<file path="config.mk">
export PLATFORM = sky130hd
export DESIGN_NAME = walk_cycle_guard
export DESIGN_NICKNAME = d
export VERILOG_FILES = /design/src/rtl/walk_cycle_guard.sv
export SDC_FILE = /design/constraint.sdc
export NUM_CORES = 1
export LEC_CHECK = 0
export ABC_CLOCK_PERIOD_IN_PS = 23700
export CAP_MARGIN = 40
export CELL_PAD_IN_SITES_DETAIL_PLACEMENT = 1
export CELL_PAD_IN_SITES_GLOBAL_PLACEMENT = 1
export CORE_ASPECT_RATIO = 0.75
export CORE_MARGIN = 2
export CORE_UTILIZATION = 56
export CTS_CLUSTER_DIAMETER = 50
export DETAILED_ROUTE_END_ITERATION = 8
export PLACE_DENSITY = 0.95
export SYNTH_ARGS = -nofsm -noshare
export SYNTH_HDL_FRONTEND = slang
export SYNTH_SLANG_ARGS = --single-unit
export TNS_END_PERCENT = 50
</file>
<file path="constraint.sdc">
create_clock -name clk -period 23.7 [get_ports clk]
set_input_delay 4.74 -clock clk [delete_from_list [all_inputs] [get_ports clk]]
set_output_delay 4.74 -clock clk [all_outputs]
set_load 0.01 [all_outputs]
</file>
<file path="src/rtl/walk_cycle_guard.sv">
module walk_cycle_guard #(
  parameter int TAG_W = 32,
  parameter int IDX_W = 10,
  parameter int DEPTH = 10
) (
  input  logic             clk,
  input  logic             rst,
  input  logic             new_walk,
  input  logic             step_valid,
  input  logic [TAG_W-1:0] point_tag,
  input  logic [IDX_W-1:0] base_idx,
  output logic [IDX_W-1:0] branch_idx,
  output logic             cycle_hit
);
  localparam int KW = $clog2(DEPTH + 1);

  logic [TAG_W-1:0] hist [1:DEPTH];
  logic [DEPTH:1]   hv;
  logic [IDX_W-1:0] ofs;
  logic [KW-1:0]    k;

  always_comb begin
    k = '0;
    for (int i = DEPTH; i >= 1; i--)
      if (hv[i] && hist[i] == point_tag) k = KW'(i);
  end

  wire             hit    = step_valid && !new_walk && (k != '0);
  wire [IDX_W-1:0] kx     = IDX_W'(k);
  wire [IDX_W-1:0] ofs_nx = !hit ? ofs : (kx > ofs) ? kx : ofs + kx;

  assign branch_idx = new_walk ? base_idx : base_idx + ofs_nx;
  assign cycle_hit  = hit;

  always_ff @(posedge clk) begin
    if (rst) begin
      hv  <= '0;
      ofs <= '0;
    end else if (new_walk) begin
      hv  <= DEPTH'(step_valid);
      ofs <= '0;
    end else if (step_valid) begin
      hv  <= {hv[DEPTH-1:1], 1'b1};
      ofs <= ofs_nx;
    end
  end

  always_ff @(posedge clk) begin
    if (step_valid) begin
      hist[1] <= point_tag;
      for (int i = 2; i <= DEPTH; i++) hist[i] <= hist[i-1];
    end
  end
endmodule

</file>
==> results of run 1 <==
stage by stage:
step / util / hold slack [ps] / area, um^2 / total power, W / instances
6_report: 0.648 / 467 / 18200 / 0.00143 / 1645
5_1_grt: 0.648 / 477 / 18200 / 0.00146 / 1644
4_1_cts: 0.647 / 468 / 18200 / 0.00143 / 1643
3_5_place_dp: 0.608 / 457 / 17000 / 0.000873 / 1582
3_3_place_gp: 0.608 / 450 / 17000 / 0.000859 / 1582
2_1_floorplan: - / 442 / 16000 / 0.000802 / 1145
synth_stat cells (2+ instances only):
cell	instances	area, um^2
xnor2_1	68	596
nand4b_1	14	123
xor2_1	262	2290
buf_2	5	25.0
a21o_1	4	30.0
or3_1	5	31.3
nand3_1	22	110
dfxtp_1	20	400
edfxtp_1	320	9610
clkbuf_1	4	15.0
o2111ai_1	2	17.5
nor4b_2	2	30.0
or4_1	10	75.1
nor2_1	29	109
nor2b_1	3	18.8
o31ai_1	5	37.5
o21a_1	3	22.5
mux2_2	4	45.0
ha_1	17	213
buf_4	26	195
and2_1	8	50.1
nand3b_1	2	15.0
nand4_1	37	231
or2_2	2	12.5
mux2i_1	11	110
nor4b_1	9	78.8
inv_1	17	63.8
o21bai_1	6	45.0
o21ai_0	17	85.1
nand2b_1	8	50.1
nor4_1	113	707
mux2_4	2	30.0
fa_1	2	40.0
nor3_1	20	100
nand2_1	34	128
a21oi_1	14	70.1
critical path, cell delays in order:
cell	delay (ps)
clkdlybuf4s50_1	1080
xor2_1	350
nor4_1	290
nand4_1	230
nor4_1	860
a21oi_1	190
o21ai_0	570
a21o_1	240
inv_1	50
ha_1	180
nor2b_1	120
o21a_1	130
o21a_1	150
o2111ai_1	460
a211oi_1	470
o31ai_1	160
ha_1	290
fa_1	450
a21oi_1	170
nor2_1	60
nor2_1	170
o21bai_1	100
a21oi_1	260
o21bai_1	110
a21oi_1	180
xor2_1	90
o21ai_0	200
clkdlybuf4s50_1	570
sequential cells by signal, indices dropped and copies added, names as in the netlist:
name / cells
hist: 320
hv: 10
ofs: 10
final timing paths:
kind / startpoint / to / slack (ps) / cells after the start
setup / recovery: point_tag[14] / branch_idx[8] / 6030 / 28
hold / removal: hist[0][78]$_DFFE_PP_ / hist[0][110]$_DFFE_PP_ / 470 / 0
setup reg to reg: hist[0][179]$_DFFE_PP_ / ofs[8]$_SDFFE_PP0P_ / 18410 / 16
hold reg to reg: hist[0][78]$_DFFE_PP_ / hist[0][110]$_DFFE_PP_ / 470 / 0
final cells by class:
| cell class | instances | area share |
|---|---|---|
| Antenna cell | 1 | 0.000138 |
| Clock buffer | 47 | 0.0536 |
| Clock inverter | 14 | 0.00744 |
| Inverter | 18 | 0.00372 |
| Multi-Input combinational cell | 751 | 0.312 |
| Sequential cell | 340 | 0.551 |
| Tap cell | 385 | 0.0265 |
| Timing Repair Buffer | 89 | 0.0459 |
placed cells by master, fill, tap and decap left out, drive strengths merged, types with 2 or more instances in the layout:
cell and n:
o21ai 18, o21bai 6, dfxtp 20, fa 2, buf 34, nand2 34
nor3 20, o31ai 5, o2111ai 2, nor2 29, nand2b 8, xor2 262
nand4 37, or4 10, mux2i 11, or2 2, nand3b 3, nor2b 3
nand4b 14, o21a 3, clkinv 9, mux2 6, nand3 22, and2 8
nor4b 11, inv 21, edfxtp 320, clkbuf 47, o41ai 2, bufinv 2
or3 6, nor4 114, a21o 4, clkdlybuf4s50 55, a21oi 14, ha 17
xnor2 68
metal layers:
metal,up-vias,track usage,routed length [um]
met1,5349,0.418,18500
met3,206,0.0607,4150
li1,4490,-,-
met2,698,0.592,24700
met5,-,0,0
met4,0,0.221,3570
power by group through the flow:
stage	clock, W	combinational [W]	sequential (W)
finish	0.000555	0.000146	0.000725
global placement	0	0.000128	0.000731
global route	0.000579	0.000152	0.000728
CTS	0.000559	0.000142	0.000725
floorplan	0	0.0000766	0.000725
detailed placement	0	0.000137	0.000736
cell families (layout without fill, tap and decap cells):
kind of cell,after synthesis,count (layout),share of synthesized area
AO/OA/AOI/OAI,61,61,0.0256
XOR/XNOR,330,330,0.181
adder cells (fa/ha/maj),19,19,0.0158
buffers and inverters,54,168,0.0196
flip-flops,340,340,0.626
multiplexers,17,17,0.0116
other,0,1,0
AND/OR/NAND/NOR,324,324,0.121
==> results.md, run 1 <==
- The final hold violation count came to 0.
- The clock network power share is 0.389.
- Once the clock tree was built, the setup fixing pass inserted 0 buffers.
- The total of warnings raised by yosys is 0.
- The area growth from synthesis to layout is 13.6%.
- The tree built by TritonCTS fans out to 340 sinks.
- Summed over all nets, the switching power comes to roughly 0.00037 W.
- The number of pins with negative max-slew slack in the final report is 0.
- The distinct cell type count of the synthesized netlist is 54.
- The total number of H-tree levels is 2.
- Buffers inserted during clock tree synthesis total 35.
- The fraction of layout cells with a size suffix above 1 is 0.0763.
- Of the total power, the share spent switching nets is 0.258.
- The tightest min-delay check is of the flop to flop type.
- The number of input and output port buffers inserted is 56.
- The most used flip-flop cell after synthesis is edfxtp_1.
- The HPWL after detailed placement is 35.5 mm.
- The flow ran to the end, and the final reports show no timing, DRC or antenna violations.
- The static leakage is roughly 6.2 nW.
- The library cell used as clock root buffer is clkbuf_16.
- The boundary pin count is 57.
- The type of element launching the critical path is an input pin.
- The maximum fanout encountered on the critical timing path is 13.
- The initial core utilization is 0.570.
- Averaged over all synthesized cells, the footprint is around 14 um^2.
- The sequential fraction of the synthesis area is 0.626.
- The critical path is of the input pin to output pin type.
- The data arrival time at the worst-slack endpoint is about 13000 ps.
- The max capacitance violation total is 0.
- In the synthesized netlist the async set-or-reset flop fraction comes to 0.
- The final estimated routing congestion in global placement is 0.969.
- The number of global-route vias before repair is 11701.
- The wire length after detailed routing is a little over 50 mm.
- Post-CTS repair changed the size of 0 cells.
- Clock latency on the worst-skew pair, taken at its later pin, is around 570 ps.
- Yosys mapped a number of flops with a built-in enable equal to between 300 and 400.
- The sequential share of power is 0.508.
- The final net count is 1300.
- The via count of the routed design is around 11000.
- The slew at the pin closest to its max-slew limit is 1180 ps.
- The worst setup slack before clock tree synthesis is 6620 ps.
- The multi-input combinational cell area is ~0.0057 mm^2.
- The required time of the worst setup path is about 19000 ps.
- The die outline width is around 200 um.
- For this run the aggregate overflow at the end of global routing stands at 0.
- The fraction of the cycle the final worst path needs is 0.746.
- After clock tree synthesis, the flow added hold-fix buffers numbering 0.
- The via density per instance is 6.53.
- The count of unresolved DRC violations after routing is 0.
- For this block, the initial DRC count from the detailed router was between 1000 and 1500.
- The floorplan step defined a core boundary enclosing ~0.028 mm^2.
- In this run the power density over the cells is a little under 80 mW/mm^2.
- When the netlist entered floorplanning its net count stood at roughly 1200.
- The endpoint kind of the worst setup timing path is an output pin.
- The vertical extent of the die is 150 um.
- The die covers 0.0299 mm^2.
- The share of total power dissipated in combinational logic is 0.103.
- Subtracting the final worst setup slack from the clock period gives ~18000 ps.
- After clock tree synthesis, the clock-pin slew on the worst setup and hold paths is 80 ps.
- The CTS tree is yes.
- The first detailed-routing pass ran for 5 iterations.
- The sequential cell area is around 0.01 mm^2.
- The maximum number of pins on one net before global-route repair is approximately 200.
- The synthesized instance count is roughly 1100.
- The standard-cell row count is 53.
- Static timing analysis puts the maximum clock frequency at roughly 57 MHz.
- The number of buffers between clock root and the deepest sink is 3.
- The fill cell instance count of the final layout is about 2600.
- The post-synthesis cell area is approximately 0.016 mm^2.
- Setup repair after global routing left no endpoint under its margin.
- In this run, synthesis produced a sequential element count of between 300 and 400.
- The remaining antenna violation count is 0.
- The global-route total usage across every layer is 0.350.
- Summed over all failing endpoints, the final setup total negative slack is 0 ps.
- The design internal power is 0.00106 W.
- The initial antenna violation count is 0.
- The count of endpoints failing setup in the final report is 0.
- Between clock sinks in the finished design, the worst skew comes to a little under 40 ps.
- The wire length of the first global-routing pass is ~75 mm.
- The average wire per standard cell is 30.9 um.
- The worst-case IR drop observed on VDD is 71.9 uV.
- The final worst slack is ~6000 ps.
- The worst pin sits at a relative slew slack of 0.215.
Note: power is estimated with default switching activity, not from simulation.
==> inputs of run 2 (changes only) <==
--- a/config.mk
+++ b/config.mk
@@ -5,16 +5,16 @@
 export SDC_FILE = /design/constraint.sdc
 export NUM_CORES = 1
 export LEC_CHECK = 0
-export ABC_CLOCK_PERIOD_IN_PS = 23700
+export ABC_CLOCK_PERIOD_IN_PS = 15700
 export CAP_MARGIN = 40
 export CELL_PAD_IN_SITES_DETAIL_PLACEMENT = 1
 export CELL_PAD_IN_SITES_GLOBAL_PLACEMENT = 1
 export CORE_ASPECT_RATIO = 0.75
 export CORE_MARGIN = 2
-export CORE_UTILIZATION = 56
+export CORE_UTILIZATION = 47
 export CTS_CLUSTER_DIAMETER = 50
 export DETAILED_ROUTE_END_ITERATION = 8
-export PLACE_DENSITY = 0.95
+export PLACE_DENSITY = 0.89
 export SYNTH_ARGS = -nofsm -noshare
 export SYNTH_HDL_FRONTEND = slang
 export SYNTH_SLANG_ARGS = --single-unit
==> constraint.sdc (replaced) <==
create_clock -name clk -period 15.7 [get_ports clk]
set_input_delay 3.14 -clock clk [delete_from_list [all_inputs] [get_ports clk]]
set_output_delay 3.14 -clock clk [all_outputs]
set_load 0.01 [all_outputs]
==> results.md, run 2 (synthesized netlist as in run 1, its figures left out) <==
- For hold timing, the worst endpoint is hist[0][75]$_DFFE_PP_.
- The register-to-register setup slack is between 10000 and 15000 ps.
- The area of the core region is 0.0335 mm^2.
- The maximum number of pins on one net before global-route repair is 140.
- The post-route total power is approximately 0.0022 W.
- Detailed routing inserted a total of 10204 vias.
- The final hold slack is between 400 and 500 ps.
- The initial antenna violation count is 1.
- The final hold violation count is 0.
- Gates resized during post-CTS repair numbered 0.
- The required time of the worst setup path is about 13000 ps.
- The slew at the pin closest to its max-slew limit is 912 ps.
- The vertical extent of the die is ~160 um.
- The filler cells instantiated in the layout total between 3000 and 4000.
- The longest clock path from root to sink contains 3 buffers.
- The congestion estimate from routability-driven global placement came to 0.966.
- The via density per instance is between 5 and 6.
- The static leakage is around 6.3 nW.
- The worst hold path depth is 0.
- For this configuration, the core starts out at a cell density of 0.477.
- On the critical path the largest part of the delay comes from compound AO/OA/AOI/OAI gates.
- The largest single stage delay on the critical path is between 700 and 800 ps.
- The worst hold-check path type is flop to flop.
- The number of pins with negative max-slew slack in the final report is 0.
- The register ranked first by flip-flop count is hist.
- After routing, the total negative slack on setup checks comes to 0 ps.
- For this run, the total global-route usage over all layers was measured as 0.278.
- Counting the buffers created by CTS gives 36.
- In this run the power density over the cells is 119 mW/mm^2.
- For this block, the initial DRC count from the detailed router was 1001.
- After floorplanning, the core was divided into 58 placement rows.
- The run finished with clean final reports.
- In the layout the commonest cells are 320 x edfxtp_1, 262 x xor2_1, 113 x nor4_1.
- The type of element launching the critical path is an input pin.
- After clock tree synthesis, the clock-pin slew on the worst setup and hold paths is approximately 70 ps.
- After detailed routing, the average wire length per cell comes to around 28 um.
- The max capacitance violation total is 0.
- The setup path with the least slack is of type input pin to output pin.
- TritonCTS built the clock tree.
- The area of the die is ~0.036 mm^2.
- The fraction of the cycle the final worst path needs is 0.892.
- The clock latency reported for the late side of the worst-skew pair is between 500 and 600 ps.
- Counting cells, the worst reg-to-reg path comes to 15.
- The reg-to-reg endpoint is ofs[1]$_SDFFE_PP0P_.
- Buffers added to address setup during post-CTS repair amount to 0.
- The worst clock skew is between 40 and 50 ps.
- The number of clock sinks is 340.
- The fmax is 71.4 MHz.
- The area growth from synthesis to layout is 14.9%.
- The critical path's slowest cell is o2111ai_1.
- The startpoint of the most critical register-to-register path is hist[0][328]$_DFFE_PP_.
- During placement, the flow inserted port buffers numbering 56.
- The final cell utilization of the core is 0.548.
- The count of unresolved DRC violations after routing is 0.
- The antenna cell count is 0.
- The HPWL after detailed placement is roughly 37 mm.
- 57 I/O pins were placed.
- The endpoint kind of the worst setup timing path is an output pin.
- The remaining global-route overflow is 0.
- Setup repair after global routing left no endpoint under its margin.
- Setup violations remaining at the end of the flow were counted as 0.
- The shortest period the worst path allows is about 14000 ps.
- IR analysis of the VDD net gives a maximum drop of about 99 uV.
- The number of detailed-route iterations in the first pass is 5.
- After the last flow step, the layout net total stands at around 1300.
- The worst pin sits at a relative slew slack of 0.391.
- The cell seen most often among critical-path stages is a21oi_1.
- The clock tree synthesis step divided the H-tree into 2 levels.
- The library cell used as clock root buffer is clkbuf_16.
- The data arrival time at the worst-slack endpoint is ~11000 ps.
- The largest registers in the layout are hist (320), hv (10), ofs (10).
- The fraction of layout cells with a size suffix above 1 is 0.0830.
- The post-route cell area is 0.0184 mm^2.
- The number of global-route vias before repair came to about 11000.
- The startpoint identified for the worst hold timing path is hist[0][43]$_DFFE_PP_.
- The maximum fanout encountered on the critical timing path is 10.
- The library cell used most frequently in the layout, excluding fill and tap cells, is edfxtp_1.
- The wire length after detailed routing is 48.3 mm.
- The count of nets left with antenna violations once routing finished came out at 0.
- The number of flip-flops under the largest register name is 320.
- In this run the cell area measured after placement is between 0.015 and 0.02 mm^2.
- The die is around 220 um wide.
- The number of buffers and inverters on the critical path is 3.
- The count of hold-fix buffers inserted at cts is 0.
- The wire length of the first global-routing pass is a little over 70 mm.
-- run 2: cell types whose count changed in the layout (fill, tap and decap cells not counted), sizes merged --
cell | before | now
bufinv | 2 | 4
inv | 21 | 18
clkinv | 9 | 10
clkinvlp | 0 | 3
buf | 34 | 37
diode | 1 | 0
-- run 2: how the worst max path moves through the flow --
stage               slack (ps)     startpoint  cells past startpoint             to
global placement          2160  point_tag[17]                     27  branch_idx[9]
floorplan                 4470  point_tag[28]                     25  branch_idx[9]
CTS                       1810   point_tag[8]                     27  branch_idx[9]
detailed placement        1940  point_tag[17]                     27  branch_idx[9]
global route              1370  point_tag[13]                     30  branch_idx[8]
finish                    1690  point_tag[13]                     27  branch_idx[9]
-- run 2: stage by stage --
step / instances / worst slack [ps]
final: 1715 / 1690
after floorplan: 1145 / 4470
after CTS: 1715 / 1810
after global placement: 1650 / 2160
after global routing: 1715 / 1370
after detailed placement: 1651 / 1940
-- run 2: worst register-to-register path, cell delays in order (launching register included) --
cell and delay (ps):
edfxtp_1 380, xor2_1 170, nor4_1 520, nand4_1 220, or3_1 470, o311ai_0 650, a21oi_1 220, nor2_1 250
ha_1 310, nor2b_1 150, o21a_1 200, o21a_1 200, o2111ai_1 740, o31ai_1 200, mux2_4 320, and2_1 140
-- run 2: where the power goes --
group          total, W  switching, W  internal (W)  leakage, nW
logic          0.000216      0.000143     0.0000726         2.42
registers       0.00109     0.0000395       0.00105         3.29
clock network  0.000879      0.000370      0.000508        0.574
total           0.00219      0.000553       0.00163         6.29
-- run 2: routing by layer --
metal,up-vias,global-route usage,share of wire
met5,-,0,0.00035
met4,2,0.126,0.048
met3,118,0.0417,0.065
met2,466,0.477,0.49
met1,5137,0.350,0.40
li1,4481,-,-
-- run 2: cell type report --
| cell class | instances | area, um^2 | area share |
|---|---|---|---|
| Multi-Input combinational cell | 751 | 5670 | 0.308 |
| Sequential cell | 340 | 10000 | 0.545 |
| Timing Repair Buffer | 92 | 868 | 0.0472 |
| Clock inverter | 17 | 229 | 0.0125 |
| Clock buffer | 47 | 973 | 0.0530 |
| Tap cell | 450 | 563 | 0.0306 |
| Inverter | 18 | 67.6 | 0.00368 |
